File: src/rtl/serctl_pkg.sv
package serctl_pkg;
  localparam int WORD_W = 16;
  localparam int ADDR_W = 7;
  localparam int DATA_W = WORD_W - ADDR_W;
  localparam int ANA_W  = 7;
  localparam int DIG_W  = 8;
  localparam int UPD_BIT = DATA_W - 1;
  localparam int ZC_BIT  = ANA_W;
  localparam logic [ADDR_W-1:0] SRST_ADDR = 7'h1F;
  localparam logic [ANA_W-1:0]  ANA_DEF   = 7'h7F;
  localparam logic [DIG_W-1:0]  DIG_DEF   = 8'hFF;

  typedef struct packed {
    logic [ADDR_W-1:0] addr;
    logic [DATA_W-1:0] data;
  } ctl_word_t;
endpackage

File: src/rtl/serctl_shift.sv
module serctl_shift
  import serctl_pkg::*;
#(
  parameter int SYNC = 2
) (
  input  logic      clk,
  input  logic      rst_n,
  input  logic      ser_clk,
  input  logic      ser_dat,
  input  logic      ser_lat,
  output logic      wr_stb,
  output ctl_word_t wr_word
);
  localparam int CW = $clog2(WORD_W + 2);
  localparam logic [CW-1:0] CNT_FULL = CW'(WORD_W);
  localparam logic [CW-1:0] CNT_OVER = CW'(WORD_W + 1);

  logic [SYNC:0]     sck_q, lat_q;
  logic [SYNC-1:0]   dat_q;
  logic [WORD_W-1:0] shift_q;
  logic [CW-1:0]     cnt_q;
  logic              sck_rise, lat_rise;

  assign sck_rise = sck_q[SYNC-1] & ~sck_q[SYNC];
  assign lat_rise = lat_q[SYNC-1] & ~lat_q[SYNC];

  always_ff @(posedge clk or negedge rst_n) begin
    if (!rst_n) begin
      sck_q <= '0;
      lat_q <= '0;
      dat_q <= '0;
    end else begin
      sck_q <= {sck_q[SYNC-1:0], ser_clk};
      lat_q <= {lat_q[SYNC-1:0], ser_lat};
      dat_q <= {dat_q[SYNC-2:0], ser_dat};
    end
  end

  // Word framing: the counter saturates one past a full word.
  always_ff @(posedge clk or negedge rst_n) begin
    if (!rst_n) begin
      shift_q <= '0;
      cnt_q   <= '0;
      wr_stb  <= 1'b0;
      wr_word <= '0;
    end else begin
      wr_stb <= 1'b0;
      if (lat_rise) begin
        cnt_q   <= '0;
        wr_stb  <= (cnt_q == CNT_FULL);
        wr_word <= ctl_word_t'(shift_q);
      end else if (sck_rise) begin
        shift_q <= {shift_q[WORD_W-2:0], dat_q[SYNC-1]};
        if (cnt_q != CNT_OVER) cnt_q <= cnt_q + 1'b1;
      end
    end
  end
endmodule

File: src/rtl/serctl_regs.sv
module serctl_regs
  import serctl_pkg::*;
#(
  parameter int NCH = 8
) (
  input  logic                 clk,
  input  logic                 rst_n,
  input  logic                 wr_stb,
  input  ctl_word_t            wr_word,
  output logic [NCH*ANA_W-1:0] ana_att_o,
  output logic [NCH-1:0]       ana_zc_o,
  output logic [NCH*DIG_W-1:0] dig_att_o,
  output logic [NCH-1:0]       mute_o
);
  localparam logic [ADDR_W-1:0] DIG_BASE  = ADDR_W'(NCH);
  localparam logic [ADDR_W-1:0] DIG_END   = ADDR_W'(2 * NCH);
  localparam logic [ADDR_W-1:0] MUTE_ADDR = ADDR_W'(2 * NCH);

  logic is_ana, is_dig, is_mute, is_rst, commit;

  assign is_ana  = wr_word.addr < DIG_BASE;
  assign is_dig  = (wr_word.addr >= DIG_BASE) && (wr_word.addr < DIG_END);
  assign is_mute = wr_word.addr == MUTE_ADDR;
  assign is_rst  = wr_word.addr == SRST_ADDR;
  assign commit  = wr_stb && (is_ana || is_dig) && wr_word.data[UPD_BIT];

  for (genvar i = 0; i < NCH; i++) begin : g_ch
    logic [ANA_W-1:0] ana_stg, ana_live;
    logic [DIG_W-1:0] dig_stg, dig_live;
    logic             zc_q;
    logic             hit_ana, hit_dig;
    logic [ANA_W-1:0] ana_next;
    logic [DIG_W-1:0] dig_next;

    assign hit_ana  = wr_stb && (wr_word.addr == ADDR_W'(i));
    assign hit_dig  = wr_stb && (wr_word.addr == ADDR_W'(NCH + i));
    assign ana_next = hit_ana ? wr_word.data[ANA_W-1:0] : ana_stg;
    assign dig_next = hit_dig ? wr_word.data[DIG_W-1:0] : dig_stg;

    always_ff @(posedge clk or negedge rst_n) begin
      if (!rst_n) begin
        ana_stg  <= ANA_DEF;
        ana_live <= ANA_DEF;
        dig_stg  <= DIG_DEF;
        dig_live <= DIG_DEF;
        zc_q     <= 1'b0;
      end else if (wr_stb && is_rst) begin
        ana_stg  <= ANA_DEF;
        ana_live <= ANA_DEF;
        dig_stg  <= DIG_DEF;
        dig_live <= DIG_DEF;
        zc_q     <= 1'b0;
      end else begin
        ana_stg <= ana_next;
        dig_stg <= dig_next;
        if (hit_ana) zc_q <= wr_word.data[ZC_BIT];
        if (commit) begin
          ana_live <= ana_next;
          dig_live <= dig_next;
        end
      end
    end

    assign ana_att_o[i*ANA_W +: ANA_W] = ana_live;
    assign dig_att_o[i*DIG_W +: DIG_W] = dig_live;
    assign ana_zc_o[i]                 = zc_q;
  end

  always_ff @(posedge clk or negedge rst_n) begin
    if (!rst_n)                    mute_o <= '1;
    else if (wr_stb && is_rst)     mute_o <= '1;
    else if (wr_stb && is_mute)    mute_o <= wr_word.data[NCH-1:0];
  end
endmodule

File: src/rtl/serctl_bank.sv
module serctl_bank
  import serctl_pkg::*;
#(
  parameter int NCH  = 8,
  parameter int SYNC = 2
) (
  input  logic                 clk,
  input  logic                 rst_n,
  input  logic                 ser_clk,
  input  logic                 ser_dat,
  input  logic                 ser_lat,
  output logic [NCH*ANA_W-1:0] ana_att_o,
  output logic [NCH-1:0]       ana_zc_o,
  output logic [NCH*DIG_W-1:0] dig_att_o,
  output logic [NCH-1:0]       mute_o
);
  ctl_word_t         wr_word;
  logic              wr_stb;
  logic [ADDR_W-1:0] wr_addr;
  logic [DATA_W-1:0] wr_data;

  assign wr_addr = wr_word.addr;
  assign wr_data = wr_word.data;

  serctl_shift #(.SYNC(SYNC)) u_shift (
    .clk(clk), .rst_n(rst_n), .ser_clk(ser_clk), .ser_dat(ser_dat),
    .ser_lat(ser_lat), .wr_stb(wr_stb), .wr_word(wr_word)
  );

  serctl_regs #(.NCH(NCH)) u_regs (
    .clk(clk), .rst_n(rst_n), .wr_stb(wr_stb), .wr_word(wr_word),
    .ana_att_o(ana_att_o), .ana_zc_o(ana_zc_o),
    .dig_att_o(dig_att_o), .mute_o(mute_o)
  );
endmodule

File: config.mk
export PLATFORM = sky130hd
export DESIGN_NAME = serctl_bank
export DESIGN_NICKNAME = d
export VERILOG_FILES = /design/src/rtl/serctl_pkg.sv /design/src/rtl/serctl_shift.sv /design/src/rtl/serctl_regs.sv /design/src/rtl/serctl_bank.sv
export SDC_FILE = /design/constraint.sdc
export NUM_CORES = 1
export LEC_CHECK = 0
export BUFFER_PORTS_ARGS = -buffer_cell sky130_fd_sc_hd__buf_2
export CAP_MARGIN = 20
export CORE_ASPECT_RATIO = 1.4
export CORE_MARGIN = 10
export CORE_UTILIZATION = 56
export CTS_BUF_LIST = sky130_fd_sc_hd__clkbuf_8
export DETAILED_ROUTE_END_ITERATION = 6
export GPL_ROUTABILITY_DRIVEN = 0
export HOLD_SLACK_MARGIN = 0.06
export PLACE_DENSITY = 0.9
export SLEW_MARGIN = 20
export SYNTH_ARGS = -nofsm -noshare
export SYNTH_HDL_FRONTEND = slang
export SYNTH_HIERARCHICAL = 1
export SYNTH_SLANG_ARGS = --single-unit
File: constraint.sdc
create_clock -name clk -period 1.8 [get_ports clk]
set_input_delay 0.36 -clock clk [delete_from_list [all_inputs] [get_ports clk]]
set_output_delay 0.36 -clock clk [all_outputs]
set_load 0.03 [all_outputs]
==> out/results.txt, run 1 <==
synth-to-layout area growth -> 18.2%
latest clock arrival within the worst-skew pair -> 0.59 ns
EDFF count, synth -> 0
die height -> 211 um
Hold Crit Class -> input pin to asynchronous set/reset pin
WL/cell -> 23.8 um
Slew @ Worst Pin -> 0.690 ns
FF-to-FF Start -> u_shift/wr_word[14]
switching power -> 5050 uW
Yosys cell types -> 49
Clock Power Share -> 35.8%
Comb pwr share -> 19.5%
final WL -> 42000 um
Core ar. -> 25600 um2
clock sinks -> 302
DRT antenna net count -> 0
layout cells sized above 1 -> 48.1%
Worst Skew -> 0.0221 ns
non-filler cells, final -> 1759
sw frac -> 31.0%
end of the worst register-to-register path -> u_regs/g_ch[1].dig_live[4]
Max VDD drop -> 0.577 mV
CTS Buf Count -> 44
worst r2r path cells -> 6
number of global-route vias before repair -> 11622
Critical Path Fanout Max -> 10
Synth Register Bits -> 302
row count -> 69
cell count after synthesis -> 1256
post-synth top area cell -> dfstp_2
sequential share of the synthesized area -> 53.9%
Worst EP required -> 2.29 ns
crit end category -> flip-flop
Starting Density -> 57.1%
pwr dens -> 944 nW/um2
I/O Pins -> 141
mean post-synth cell area -> 11.6 um2
port bufs -> 140
Reg clk slew, reported paths -> 0.07 ns
Max Cap Viol -> 0
status -> complete, but fails checks
worst setup path endpoint -> u_regs/g_ch[1].dig_live[4]
largest net degree at the start of global routing -> 83
Post-Place Setup Slack -> -0.149 ns
synth warn -> 6
HPWL Detailed -> 24900 um
internal power -> 11200 uW
vias -> 11617
final net count -> 1413
final setup violation count -> 163
Setup crit start kind -> flip-flop
depth of the CTS H-tree -> 2
initial antenna violation count -> 0
die width -> 156 um
Antenna Cells -> 0
async set-or-reset flop fraction in the synthesized netlist -> 100%
fin. max-slew vios -> 0
die area -> 33000 um2
first-pass GRT wire length -> 63700 um
Final Total Pwr -> 16300 uW
Syn Nets -> 1264
post-route setup slack -> -0.165 ns
Finished Cell Area -> 17300 um2
Fmax -> 509 MHz
fill count -> 1682
post-synthesis cell area -> 14600 um2
CP startpoint -> u_shift/wr_word[14]
Synth Flop Type -> dfstp_2
period utilisation layout -> 109%
TritonCTS clock tree -> done
largest cells by area after synthesis -> dfstp_2 45%, dfrtp_1 9.3%, a2bb2oi_2 8.2%
CTS root buffer -> clkbuf_8
relative slew slack -> 54.0%
Overflow after GRT -> 0
crit path kind -> flip-flop to flip-flop
R2R Setup Slk -> -0.17 ns
DRT iter0 DRCs -> 1539
clock tree buffer depth -> 3
placed cells -> 1661
Yosys top cell area share -> 44.7%
Final Hold Fails -> 0
RSZ-0062 raised after global routing -> yes
Lkg Pwr -> 0.00831 uW
Final min period -> 1.97 ns
via/cell ratio -> 6.60
Post-DP Area -> 16000 um2
failing checks -> negative setup slack
Critical Path AT -> 2.46 ns
register share of total power -> 44.7%
DR pass1 iterations -> 6
GRT Util Overall -> 23.6%
drt drc -> 0
routing by layer:
| metal | wire length, um | track usage, % | vias up | share of wire [%] |
|---|---|---|---|---|
| li1 | - | - | 4871 | - |
| met1 | 15100 | 28.0 | 5803 | 36 |
| met2 | 20900 | 39.5 | 734 | 50 |
| met3 | 3540 | 4.69 | 209 | 8.4 |
| met4 | 2450 | 13.2 | 0 | 5.8 |
| met5 | 0 | 0 | - | 0 |
cells in the final DEF, fill, tap and decap left out, types with 22 or more instances in the layout:
cell and count:
a2bb2oi_1 22, nand2_1 51, a2bb2oi_2 90, dfrtp_1 54, o21ai_0 108, nand4_1 25
nand3_1 236, mux2i_1 118, buf_2 139, buf_12 22, inv_1 30, buf_4 90
o21ai_1 24, clkbuf_8 50, dfstp_2 248
synth_stat cells, types with 2 or more instances:
| master | count |
|---|---|
| ha_1 | 3 |
| clkbuf_1 | 90 |
| nand2_1 | 52 |
| mux2_1 | 12 |
| nand4bb_1 | 7 |
| or3_1 | 2 |
| mux2_2 | 4 |
| o21ai_0 | 133 |
| a2bb2oi_2 | 80 |
| nand3_1 | 236 |
| or4b_1 | 3 |
| nor2_1 | 10 |
| buf_1 | 7 |
| a2bb2oi_1 | 32 |
| buf_6 | 13 |
| buf_2 | 34 |
| and4b_1 | 4 |
| nor4b_4 | 3 |
| a21oi_2 | 2 |
| buf_4 | 20 |
| a21oi_1 | 12 |
| dfrtp_1 | 54 |
| o22a_1 | 8 |
| inv_1 | 12 |
| dfstp_2 | 248 |
| mux2i_1 | 120 |
| nand4b_2 | 3 |
| nand4_1 | 25 |
| nor4bb_1 | 7 |
state kept, by name, indices dropped and copies added (netlist names):
| name | cells |
|---|---|
| u_shift/sck_q | 3 |
| u_shift/wr_stb | 1 |
| u_regs/g_ch.zc_q | 8 |
| u_regs/g_ch.dig_live | 64 |
| u_shift/cnt_q | 5 |
| u_regs/g_ch.ana_live | 56 |
| u_regs/g_ch.dig_stg | 64 |
| u_shift/shift_q | 16 |
| u_shift/lat_q | 3 |
| u_regs/g_ch.ana_stg | 56 |
| u_shift/wr_word | 16 |
| u_regs/mute_o | 8 |
| u_shift/dat_q | 2 |
area by class of cell:
class,count,area (um2),area share [%]
clock buffers,50,688,3.99
flip-flops and latches,302,7870,45.6
inverters,12,45.0,0.261
well taps,319,399,2.31
repair buffers,267,2060,12.0
clock inverters,31,240,1.39
multi-input cells,778,5950,34.5
worst max-delay path: stages (launching register included):
cell	delay, ns
dfrtp_1	0.43
or4b_4	0.63
o22ai_4	0.16
buf_6	0.16
buf_12	0.16
buf_12	0.15
a2bb2oi_2	0.19
cell families (layout without fill, tap and decap cells):
logic type / count (synthesis) / in the layout / share of synthesized area [%]
multiplexers: 136 / 136 / 9.47
AND/OR/NAND/NOR: 371 / 371 / 14.5
adder cells (fa/ha/maj): 3 / 3 / 0.257
AO/OA/AOI/OAI: 268 / 268 / 15.9
flip-flops: 302 / 302 / 53.9
buffers and inverters: 176 / 360 / 6.00
repair_timing:
item / in CTS / in global routing
hold buffers: 4 / 0
gates cloned: 0 / 5
buffers inserted: 1 / 7
endpoints found under the setup margin: 164 / 203
gates resized for setup: 13 / 35
pin swaps: 0 / 3
hold endpoints to repair: 31 / 0
worst min-delay path by stage:
stage | startpoint | end | slack [ns] | cells past startpoint
floorplan | rst_n | u_regs/g_ch[0].zc_q | 0.06 | 0
global placement | rst_n | u_regs/g_ch[1].zc_q | 0.32 | 1
detailed placement | rst_n | u_regs/g_ch[1].zc_q | 0.33 | 1
global route | rst_n | u_regs/g_ch[1].zc_q | 0.34 | 2
finish | rst_n | u_regs/g_ch[4].zc_q | 0.31 | 2
CTS | rst_n | u_regs/g_ch[4].zc_q | 0.31 | 2
stage by stage:
| step | hold slack [ns] | util, % | TNS, ns |
|---|---|---|---|
| floorplan | 0.0644 | - | 0 |
| global placement | 0.322 | 62.6 | -0.0544 |
| detailed placement | 0.329 | 62.6 | -3.45 |
| CTS | 0.311 | 66.5 | -2.44 |
| global route | 0.336 | 67.5 | -16.81 |
| finish | 0.314 | 67.5 | -10.90 |
power by group through the flow:
stage | Clock, uW | Combinational (uW) | Sequential [uW]
finish | 5830 | 3170 | 7290
global route | 6210 | 3300 | 7300
CTS | 5890 | 3030 | 7270
detailed placement | 0 | 2960 | 7370
global placement | 0 | 2870 | 7350
floorplan | 0 | 1910 | 7290
Note: power is estimated with default switching activity, not from simulation.
==> run 2, diff against run 1 <==
Settings changed: CORE_UTILIZATION 56 to 54, CTS_BUF_LIST sky130_fd_sc_hd__clkbuf_8 to not set, PLACE_DENSITY 0.9 to 0.88, SETUP_SLACK_MARGIN set to 0.2.
==> run 2 against run 1 <==
Net effect: design area grew 7.6%; clock-buffer cell count is 6 lower; wire length rose by 25%; via count rose by 7.7%; die area increased by 3.3%; register-to-register slack worse by 0.09 ns; non-clock buffer count is 32 higher; the run ends with design-rule violations, negative setup slack left; final cell count up 2.8%; utilization up 1.9 points; worst setup slack got worse by 0.089 ns; sequential power barely moved; worst hold slack improved by 0.033 ns.
==> out/results.txt, run 2 (same netlist as run 1, synthesis figures left out) <==
status -> complete, but fails checks
failing checks -> design-rule violations, negative setup slack
Antenna Cells -> 0
Max VDD drop -> 0.713 mV
largest net degree at the start of global routing -> 66
Setup crit start kind -> flip-flop
port bufs -> 140
HPWL Detailed -> 24600 um
layout cells sized above 1 -> 54.7%
Final Util -> 69.4%
Finished Cell Area -> 18600 um2
Slew @ Worst Pin -> 0.716 ns
clock tree buffer depth -> 3
Worst Skew -> 0.0178 ns
Worst EP required -> 2.23 ns
period utilisation layout -> 114%
Hold Crit Class -> input pin to asynchronous set/reset pin
drt drc -> 8
Starting Density -> 54.6%
Final min period -> 2.05 ns
synth-to-layout area growth -> 27.2%
GRT Util Overall -> 24.5%
row count -> 71
latest clock arrival within the worst-skew pair -> 0.58 ns
final setup violation count -> 201
vias -> 12513
RSZ-0062 raised after global routing -> yes
Hold Worst Slack -> 0.347 ns
TritonCTS clock tree -> done
relative slew slack -> 52.3%
Overflow after GRT -> 0
Final Total Pwr -> 16900 uW
number of global-route vias before repair -> 12017
WL/cell -> 28.9 um
Core ar. -> 26700 um2
crit path kind -> flip-flop to flip-flop
die area -> 34100 um2
commonest non-fill, non-tap cell in the layout -> dfstp_2
crit end category -> flip-flop
Critical Path Fanout Max -> 7
Max Cap Viol -> 0
first-pass GRT wire length -> 69000 um
I/O Pins -> 141
Post-DP Area -> 16100 um2
post-route setup slack -> -0.254 ns
initial antenna violation count -> 0
die width -> 159 um
DRT antenna net count -> 0
via/cell ratio -> 6.92
DRT iter0 DRCs -> 2099
Critical Path AT -> 2.48 ns
pwr dens -> 913 nW/um2
clock sinks -> 302
die height -> 215 um
depth of the CTS H-tree -> 1
top flop regs -> u_regs/g_ch.dig_live: 64 flops, u_regs/g_ch.dig_stg: 64 flops
Lkg Pwr -> 0.00875 uW
DR pass1 iterations -> 7
final WL -> 52300 um
CTS root buffer -> clkbuf_16
final net count -> 1430
Reg clk slew, reported paths -> 0.07 ns
Final Hold Fails -> 0
CTS Buf Count -> 29
most frequent cells in the layout -> 248 x dfstp_2, 228 x nand3_1, 139 x buf_2, 120 x mux2i_1, 106 x a2bb2oi_2
fin. max-slew vios -> 0
Fmax -> 487 MHz
run 2: metrics by stage:
step | instances | setup TNS (ns) | setup slack, ns
after floorplan | 1256 | 0 | 0.0636
after global placement | 1702 | -0.0865 | -0.0363
after detailed placement | 1702 | -5.04 | -0.104
after CTS | 1776 | -5.02 | -0.0928
after global routing | 1808 | -24.76 | -0.322
final | 1808 | -24.13 | -0.254
run 2: cell type report:
cell class	count	area, um2
sequential	302	7870
tap	365	457
fill	1605	8180
multi-input combinational	778	6490
timing repair buffer	299	2810
clock inverter	8	43.8
inverter	12	45.0
clock buffer	44	853
run 2: worst max-delay path, stage by stage, from the launching register on:
cell and delay (ns):
dfrtp_1 0.41, or4b_4 0.61, buf_4 0.18, buf_12 0.15
clkbuf_16 0.19, o21ai_1 0.13, nand3_1 0.23
run 2: timing repair:
action	in CTS	in global routing
cloned	8	17
setup endpoints to repair	376	377
gates resized for setup	130	107
pin swaps	9	11
hold buffers	4	0
buffers inserted	10	15
hold endpoints to repair	11	0
run 2: path summary, 6_finish.rpt:
path | from | end | slack [ns] | cells after the start
min in group clk | u_shift/lat_q[0] | u_shift/lat_q[1] | 0.35 | 0
setup / recovery | u_shift/wr_word[15] | u_regs/g_ch[1].dig_stg[7] | -0.25 | 6
hold / removal | rst_n | u_shift/wr_word[13] | 0.35 | 2
setup reg to reg | u_shift/wr_word[15] | u_regs/g_ch[1].dig_stg[7] | -0.25 | 6
max in group asynchronous | rst_n | u_regs/g_ch[0].dig_live[3] | 0.76 | 3
hold reg to reg | u_shift/lat_q[0] | u_shift/lat_q[1] | 0.35 | 0
run 2: where the power goes:
part           leakage (uW)  switching, uW  internal (uW)
registers           0.00326            228           7060
clock network      0.000444           2700           3260
logic               0.00505           2530           1170
run 2: layer usage:
layer	global-route usage, %	vias to the layer above	routed length, um
li1	-	4908	-
met1	28.7	6165	17400
met2	40.1	1093	24300
met3	5.11	347	6050
met4	16.1	0	4570
met5	0	-	0
